## src/rtl/twb_pkg.sv

```systemverilog
package twb_pkg;
  typedef enum logic [2:0] {
    ST_IDLE,
    ST_CTRL,
    ST_ADDR,
    ST_WDATA,
    ST_RDATA,
    ST_IGNORE
  } engState_t;

  // strobes from the control FSM to the datapath
  typedef struct packed {
    logic clrFrame;  // restart bit framing, release line
    logic ackDrive;  // pull line low for acknowledge
    logic relSda;    // release line
    logic loadPtr;   // pointer <= received byte
    logic incPtr;    // full pointer increment (read)
    logic incPage;   // low page bits increment (write)
    logic loadTx;    // load read byte, drive its MSB
    logic shiftTx;   // drive next read bit
  } dpCmd_t;
endpackage

```

## src/rtl/twb_datapath.sv

```systemverilog
module twb_datapath
  import twb_pkg::*;
#(
  parameter int ADDR_W      = 8,
  parameter int DATA_W      = 8,
  parameter int PAGE_BITS   = 3,
  parameter int SYNC_STAGES = 2
) (
  input  logic              clk,
  input  logic              rstN,
  input  logic              sclIn,
  input  logic              sdaIn,
  input  dpCmd_t            cmd,
  input  logic [DATA_W-1:0] rdData,
  output logic              evStart,
  output logic              evStop,
  output logic              evFall,
  output logic [3:0]        bitCnt,
  output logic [DATA_W-1:0] rxByte,
  output logic              ackBit,
  output logic [ADDR_W-1:0] ptr,
  output logic              sdaOe,
  output logic              sclLvl
);
  localparam logic [3:0] LAST_BIT = 4'(DATA_W);
  localparam logic [3:0] ACK_BIT  = 4'(DATA_W + 1);

  logic [SYNC_STAGES-1:0] sclPipe, sdaPipe;
  logic sclS, sdaS, sclD, sdaD, evRise;
  logic [DATA_W-1:0] txReg;

  always_ff @(posedge clk) begin
    if (!rstN) begin
      sclPipe <= '1;
      sdaPipe <= '1;
      sclD    <= 1'b1;
      sdaD    <= 1'b1;
    end else begin
      sclPipe <= {sclPipe[SYNC_STAGES-2:0], sclIn};
      sdaPipe <= {sdaPipe[SYNC_STAGES-2:0], sdaIn};
      sclD    <= sclS;
      sdaD    <= sdaS;
    end
  end

  assign sclS    = sclPipe[SYNC_STAGES-1];
  assign sdaS    = sdaPipe[SYNC_STAGES-1];
  assign sclLvl  = sclS;
  assign evRise  = sclS & ~sclD;
  assign evFall  = ~sclS & sclD;
  assign evStart = sclS & sclD & sdaD & ~sdaS;
  assign evStop  = sclS & sclD & ~sdaD & sdaS;

  // bit framing and receive shift register
  always_ff @(posedge clk) begin
    if (!rstN) begin
      bitCnt <= '0;
      rxByte <= '0;
      ackBit <= 1'b1;
    end else if (cmd.clrFrame) begin
      bitCnt <= '0;
    end else begin
      if (evRise && bitCnt < ACK_BIT) bitCnt <= bitCnt + 4'd1;
      else if (evFall && bitCnt == ACK_BIT) bitCnt <= '0;
      if (evRise && bitCnt < LAST_BIT) rxByte <= {rxByte[DATA_W-2:0], sdaS};
      if (evRise && bitCnt == LAST_BIT) ackBit <= sdaS;
    end
  end

  // address pointer
  generate
    if (PAGE_BITS < ADDR_W) begin : g_paged
      always_ff @(posedge clk) begin
        if (!rstN) ptr <= '0;
        else if (cmd.loadPtr) ptr <= rxByte[ADDR_W-1:0];
        else if (cmd.incPtr) ptr <= ptr + 1'b1;
        else if (cmd.incPage)
          ptr <= {ptr[ADDR_W-1:PAGE_BITS], ptr[PAGE_BITS-1:0] + 1'b1};
      end
    end else begin : g_flat
      always_ff @(posedge clk) begin
        if (!rstN) ptr <= '0;
        else if (cmd.loadPtr) ptr <= rxByte[ADDR_W-1:0];
        else if (cmd.incPtr || cmd.incPage) ptr <= ptr + 1'b1;
      end
    end
  endgenerate

  // open-drain output and read shift register
  always_ff @(posedge clk) begin
    if (!rstN) begin
      sdaOe <= 1'b0;
      txReg <= '0;
    end else if (cmd.clrFrame || cmd.relSda) begin
      sdaOe <= 1'b0;
    end else if (cmd.ackDrive) begin
      sdaOe <= 1'b1;
    end else if (cmd.loadTx) begin
      txReg <= rdData;
      sdaOe <= ~rdData[DATA_W-1];
    end else if (cmd.shiftTx) begin
      txReg <= {txReg[DATA_W-2:0], 1'b0};
      sdaOe <= ~txReg[DATA_W-2];
    end
  end
endmodule

```

## src/rtl/twb_control.sv

```systemverilog
module twb_control
  import twb_pkg::*;
#(
  parameter logic [3:0] DEV_CODE = 4'b1010,
  parameter int         DATA_W   = 8
) (
  input  logic       clk,
  input  logic       rstN,
  input  logic       busy,
  input  logic       evStart,
  input  logic       evStop,
  input  logic       evFall,
  input  logic [3:0] bitCnt,
  input  logic [3:0] codeNib,
  input  logic       rwBit,
  input  logic       ackBit,
  output dpCmd_t     cmd,
  output logic       wrValid,
  output logic       wrCommit
);
  localparam logic [3:0] LAST_BIT = 4'(DATA_W);
  localparam logic [3:0] ACK_BIT  = 4'(DATA_W + 1);

  engState_t state, nxt;
  logic dataSeen, setSeen;

  always_comb begin
    cmd     = '0;
    nxt     = state;
    wrValid = 1'b0;
    setSeen = 1'b0;
    if (evStart) begin
      cmd.clrFrame = 1'b1;
      nxt = ST_CTRL;
    end else if (evStop) begin
      cmd.clrFrame = 1'b1;
      nxt = ST_IDLE;
    end else if (evFall) begin
      unique case (state)
        ST_CTRL: if (bitCnt == LAST_BIT) begin
          if (codeNib == DEV_CODE && !busy) begin
            cmd.ackDrive = 1'b1;
            nxt = rwBit ? ST_RDATA : ST_ADDR;
          end else nxt = ST_IGNORE;
        end
        ST_ADDR: if (bitCnt == LAST_BIT) begin
          if (!busy) begin
            cmd.ackDrive = 1'b1;
            cmd.loadPtr  = 1'b1;
            nxt = ST_WDATA;
          end else nxt = ST_IGNORE;
        end else if (bitCnt == ACK_BIT) cmd.relSda = 1'b1;
        ST_WDATA: if (bitCnt == LAST_BIT) begin
          if (!busy) begin
            cmd.ackDrive = 1'b1;
            cmd.incPage  = 1'b1;
            wrValid      = 1'b1;
            setSeen      = 1'b1;
          end else nxt = ST_IGNORE;
        end else if (bitCnt == ACK_BIT) cmd.relSda = 1'b1;
        ST_RDATA: if (bitCnt == LAST_BIT) begin
          cmd.relSda = 1'b1;
          cmd.incPtr = 1'b1;
        end else if (bitCnt == ACK_BIT) begin
          if (!ackBit) cmd.loadTx = 1'b1;
          else begin
            cmd.relSda = 1'b1;
            nxt = ST_IGNORE;
          end
        end else if (bitCnt != 4'd0) cmd.shiftTx = 1'b1;
        default: if (bitCnt == ACK_BIT) cmd.relSda = 1'b1;
      endcase
    end
  end

  always_ff @(posedge clk) begin
    if (!rstN) begin
      state    <= ST_IDLE;
      dataSeen <= 1'b0;
      wrCommit <= 1'b0;
    end else begin
      state    <= nxt;
      wrCommit <= evStop && dataSeen && state == ST_WDATA;
      if (evStart || evStop) dataSeen <= 1'b0;
      else if (setSeen) dataSeen <= 1'b1;
    end
  end
endmodule

```

## src/rtl/serial_mem_slave.sv

```systemverilog
module serial_mem_slave
  import twb_pkg::*;
#(
  parameter int         ADDR_W      = 8,
  parameter int         DATA_W      = 8,
  parameter int         PAGE_BITS   = 3,
  parameter int         SYNC_STAGES = 2,
  parameter logic [3:0] DEV_CODE    = 4'b1010
) (
  input  logic              clk,
  input  logic              rstN,
  input  logic              sclIn,
  input  logic              sdaIn,
  output logic              sdaOe,
  input  logic              busy,
  output logic [ADDR_W-1:0] rdAddr,
  input  logic [DATA_W-1:0] rdData,
  output logic              wrValid,
  output logic [ADDR_W-1:0] wrAddr,
  output logic [DATA_W-1:0] wrData,
  output logic              wrCommit
);
  dpCmd_t cmd;
  logic evStart, evStop, evFall, ackBit, sclLvl;
  logic [3:0] bitCnt;
  logic [DATA_W-1:0] rxByte;
  logic [ADDR_W-1:0] ptr;

  twb_datapath #(
    .ADDR_W(ADDR_W), .DATA_W(DATA_W),
    .PAGE_BITS(PAGE_BITS), .SYNC_STAGES(SYNC_STAGES)
  ) i_dp (
    .clk(clk), .rstN(rstN), .sclIn(sclIn), .sdaIn(sdaIn),
    .cmd(cmd), .rdData(rdData),
    .evStart(evStart), .evStop(evStop), .evFall(evFall),
    .bitCnt(bitCnt), .rxByte(rxByte), .ackBit(ackBit),
    .ptr(ptr), .sdaOe(sdaOe), .sclLvl(sclLvl)
  );

  twb_control #(.DEV_CODE(DEV_CODE), .DATA_W(DATA_W)) i_ctl (
    .clk(clk), .rstN(rstN), .busy(busy),
    .evStart(evStart), .evStop(evStop), .evFall(evFall),
    .bitCnt(bitCnt), .codeNib(rxByte[DATA_W-1:DATA_W-4]),
    .rwBit(rxByte[0]), .ackBit(ackBit),
    .cmd(cmd), .wrValid(wrValid), .wrCommit(wrCommit)
  );

  assign rdAddr = ptr;
  assign wrAddr = ptr;
  assign wrData = rxByte;
endmodule

```

## config.mk

```make
export PLATFORM = sky130hd
export DESIGN_NAME = serial_mem_slave
export DESIGN_NICKNAME = d
export VERILOG_FILES = /design/src/rtl/twb_pkg.sv /design/src/rtl/twb_datapath.sv /design/src/rtl/twb_control.sv /design/src/rtl/serial_mem_slave.sv
export SDC_FILE = /design/constraint.sdc
export NUM_CORES = 1
export LEC_CHECK = 0
export BUFFER_PORTS_ARGS = -buffer_cell sky130_fd_sc_hd__buf_2
export CELL_PAD_IN_SITES_DETAIL_PLACEMENT = 1
export CELL_PAD_IN_SITES_GLOBAL_PLACEMENT = 2
export CORE_AREA = 5 5 87 89
export CTS_BUF_LIST = sky130_fd_sc_hd__clkbuf_2
export CTS_CLUSTER_DIAMETER = 150
export DETAILED_ROUTE_END_ITERATION = 16
export DIE_AREA = 0 0 92 94
export GPL_TIMING_DRIVEN = 0
export PLACE_DENSITY = 0.78
export SYNTH_ARGS = -nofsm -noshare
export SYNTH_HDL_FRONTEND = slang
export SYNTH_HIERARCHICAL = 1
export SYNTH_SLANG_ARGS = --single-unit
```

## constraint.sdc

```tcl
create_clock -name clk -period 3.85 [get_ports clk]
set_clock_uncertainty 0.2 [all_clocks]
set_input_delay 0.77 -clock clk [delete_from_list [all_inputs] [get_ports clk]]
set_output_delay 0.77 -clock clk [all_outputs]
set_load 0.02 [all_outputs]
```

==> flow_summary.json <==
{
  "met2_length_um": 2760,
  "first_pass_iters": 4,
  "drt-met1-wl_um": 2670,
  "io_pins": 40,
  "core_sq_um": 6680,
  "die_w_um": 92,
  "setup_viol": 0,
  "setup-tns-final_ns": 0,
  "highest_layer": "met4",
  "period_needed_ns": 3.39,
  "peakVddDrop_mv": 0.118,
  "root_buffer": "clkbuf_2",
  "cts_tree": "built",
  "rsz0062_at_grt": "false",
  "drive_gt1_share_pct": 27.2,
  "synthFlopType": "dfxtp_1",
  "async_reset_ff_share_pct": 0,
  "die_h_um": 94,
  "drtAntennaViolNets": 0,
  "post-route-drc-count": 0,
  "drt-initial-drc-count": 58,
  "wirelength_um": 5740,
  "crit_fanout": 9,
  "slew_viol_final": 0,
  "start_util_pct": 33.9,
  "p_per_area_nw_per_um2": 300,
  "drv_cap": 0,
  "area_delta_synth_final_pct": 16.8,
  "cp-start-kind": "flip-flop",
  "status": "completed",
  "grt_pass1_vias": 2048,
  "antenna_found_initial": 0,
  "track_usage_pct": 13.9,
  "ys_seq_elements": 40,
  "cp-end-kind": "output pin",
  "ctsLongestPathBuffers": 2,
  "insertion_delay_ns": 0.41,
  "finalCritPeriodShare_pct": 88.1,
  "met3_length_um": 232,
  "yosys.cell_types.count": 63,
  "post_drt_wl_per_cell_um": 15.2,
  "place.gp.congestion": 0.783,
  "p_leak_nw": 1.15,
  "num_rows": 30,
  "critPathCapture": "wrValid",
  "seq_area_frac_synth_pct": 35.4,
  "hold_violations": 0,
  "clock.fmax_ghz": 0.295,
  "diodes": 0,
  "nets": 315,
  "synth_top_area_share_pct": 35.4,
  "cp.required_ns": 2.88,
  "io_buffers": 39,
  "cts_hold_buf": 0,
  "synthesis.nets": 269,
  "r2r-end": "i_dp/ptr[7]",
  "cts_setup_buffers": 0,
  "ff2ff_setup_slack_ns": 0.72,
  "avgSynthCellArea_sq_um": 8.99,
  "startpoint": "i_dp/sclD",
  "whs_path_depth": 1,
  "routed_via_density": 5.24,
  "clkTransAtPathRegs_ns": 0.22,
  "reg2reg_depth": 8,
  "synth_edf_count": 0,
  "grt_pass1_wl_um": 9790,
  "synth_area_leaders": "dfxtp_1 (35%), nand2_1 (4.6%), o211a_1 (3.5%), nand2b_1 (3.3%), mux2i_1 (3.1%)",
  "vias": 1980,
  "dieArea_sq_um": 8650,
  "cts-buffers-inserted": 5,
  "fin_ws_ns": 0.458,
  "cp.arrival_ns": 2.42,
  "worst_slew_pin_slew_ns": 0.706,
  "pre_cts_ws_ns": 0.754,
  "netlist.top_cell.by_area": "dfxtp_1",
  "post-place-cells": 371,
  "synthesis.area_sq_um": 2260,
  "reg2reg_from": "i_dp/sclD",
  "clock_sinks": 40,
  "instances_no_fill": 378,
  "grt_max_degree": 13,
  "synthCells": 252,
  "postCtsResizedCells": 0,
  "slew-limit-headroom_pct": 52.8,
  "dp_hpwl_um": 4310,
  "hold_class": "reg2reg",
  "overflow": 0,
  "crit_type": "reg2out",
  "htreeDepth": 2,
  "synth_warnings": 6
}
==> Yosys cell counts (3+ instances only) <==
| cell type | instances |
|---|---|
| clkbuf_1 | 3 |
| ha_1 | 4 |
| mux2i_1 | 7 |
| or3b_1 | 3 |
| o21a_1 | 4 |
| dfxtp_1 | 40 |
| o211ai_1 | 4 |
| nor3_1 | 7 |
| a21oi_1 | 4 |
| inv_1 | 12 |
| a21boi_0 | 3 |
| nand3_1 | 8 |
| nor2_1 | 9 |
| nand4bb_1 | 3 |
| nand2b_1 | 12 |
| nor2b_1 | 5 |
| nand4_1 | 4 |
| buf_4 | 9 |
| o21ai_0 | 10 |
| o31ai_1 | 4 |
| buf_2 | 5 |
| buf_6 | 4 |
| a21boi_1 | 7 |
| nand2_1 | 28 |
| o211a_1 | 8 |
==> area by class of cell <==
cell class	instances	area (sq um)
inverter	12	45.0
tap	80	100
timing repair buffer	39	195
sequential	40	801
clock buffer	5	25.0
buffer	21	149
multi-input combinational	179	1270
clock inverter	2	60.1
fill	818	4040
==> registers in the layout (all words and copies together), names as in the netlist <==
name and cells:
i_ctl/dataSeen 1, i_ctl/state 3, i_ctl/wrCommit 1, i_dp/ackBit 1, i_dp/bitCnt 4, i_dp/ptr 8, i_dp/rxByte 8, i_dp/sclD 1
i_dp/sclPipe 2, i_dp/sdaD 1, i_dp/sdaOe 1, i_dp/sdaPipe 2, i_dp/txReg 7
==> cells by family after synthesis <==
logic type,after synthesis,share of synthesized area (%)
AOI/OAI and AO/OA,62,22.2
xor gates and xnor gates,3,1.16
buffers and inverters,33,8.56
and+or+nand+nor,102,26.9
adders and majority gates,4,2.21
DFF,40,35.4
muxes,8,3.59
==> stage by stage <==
| step | hold slack (ns) | utilization (%) | instance area (sq um) | total power [mW] |
|---|---|---|---|---|
| CTS | 0.242 | 39.6 | 2650 | 0.808 |
| finish | 0.236 | 39.6 | 2650 | 0.794 |
| floorplan | 0.186 | - | 2260 | 0.467 |
| global route | 0.257 | 39.6 | 2650 | 0.829 |
| detailed placement | 0.195 | 38.3 | 2560 | 0.487 |
| global placement | 0.193 | 38.3 | 2560 | 0.486 |
==> worst min-delay path by stage <==
stage,startpoint,to,slack (ns)
after floorplan,i_dp/sclPipe[0],i_dp/sclPipe[1],0.19
after global placement,i_dp/sclPipe[0],i_dp/sclPipe[1],0.19
after detailed placement,i_dp/sclPipe[0],i_dp/sclPipe[1],0.20
after CTS,i_dp/sclPipe[0],i_dp/sclPipe[1],0.24
after global routing,i_dp/sdaPipe[0],i_dp/sdaPipe[1],0.26
final,i_dp/sclPipe[0],i_dp/sclPipe[1],0.24
==> routing by layer <==
| metal | global-route usage [%] | vias to the layer above |
|---|---|---|
| met2 | 23.8 | 30 |
| met4 | 4.46 | 0 |
| met1 | 17.0 | 951 |
| met3 | 3.53 | 6 |
| li1 | - | 993 |
| met5 | 0 | - |
==> layout by cell type (no fill, tap or decap), types with 2 or more instances in the layout <==
cell type	count
nand4_1	4
nor2b_1	5
buf_4	9
a21oi_1	4
o31ai_1	4
ha_1	4
nand2_1	28
o2111ai_1	2
xor2_1	2
nor2_1	9
inv_1	12
clkbuf_1	3
buf_6	4
o21a_1	4
nor3_1	7
o21ai_0	10
nand3_1	8
o211a_1	8
nor4_1	2
or3b_1	3
bufinv_16	2
dfxtp_1	40
a21boi_0	3
nand2b_1	12
buf_2	44
o21ba_2	2
a21boi_1	7
nor3b_1	2
o211ai_1	4
mux2i_1	7
nand3b_1	2
or3_1	2
nand4bb_1	3
clkbuf_2	5
==> critical path: stages, from the launching register on <==
cell     delay, ns
dfxtp_1       0.37
buf_6         0.13
nor2b_1       0.30
or3b_1        0.47
or3_4         0.38
nor2_2        0.16
buf_2         0.19
==> report_power, final <==
| group | switching [mW] | internal [mW] |
|---|---|---|
| clock network | 0.145 | 0.171 |
| logic | 0.0310 | 0.0229 |
| registers | 0.00470 | 0.419 |
(Power assumes the default switching activity.)
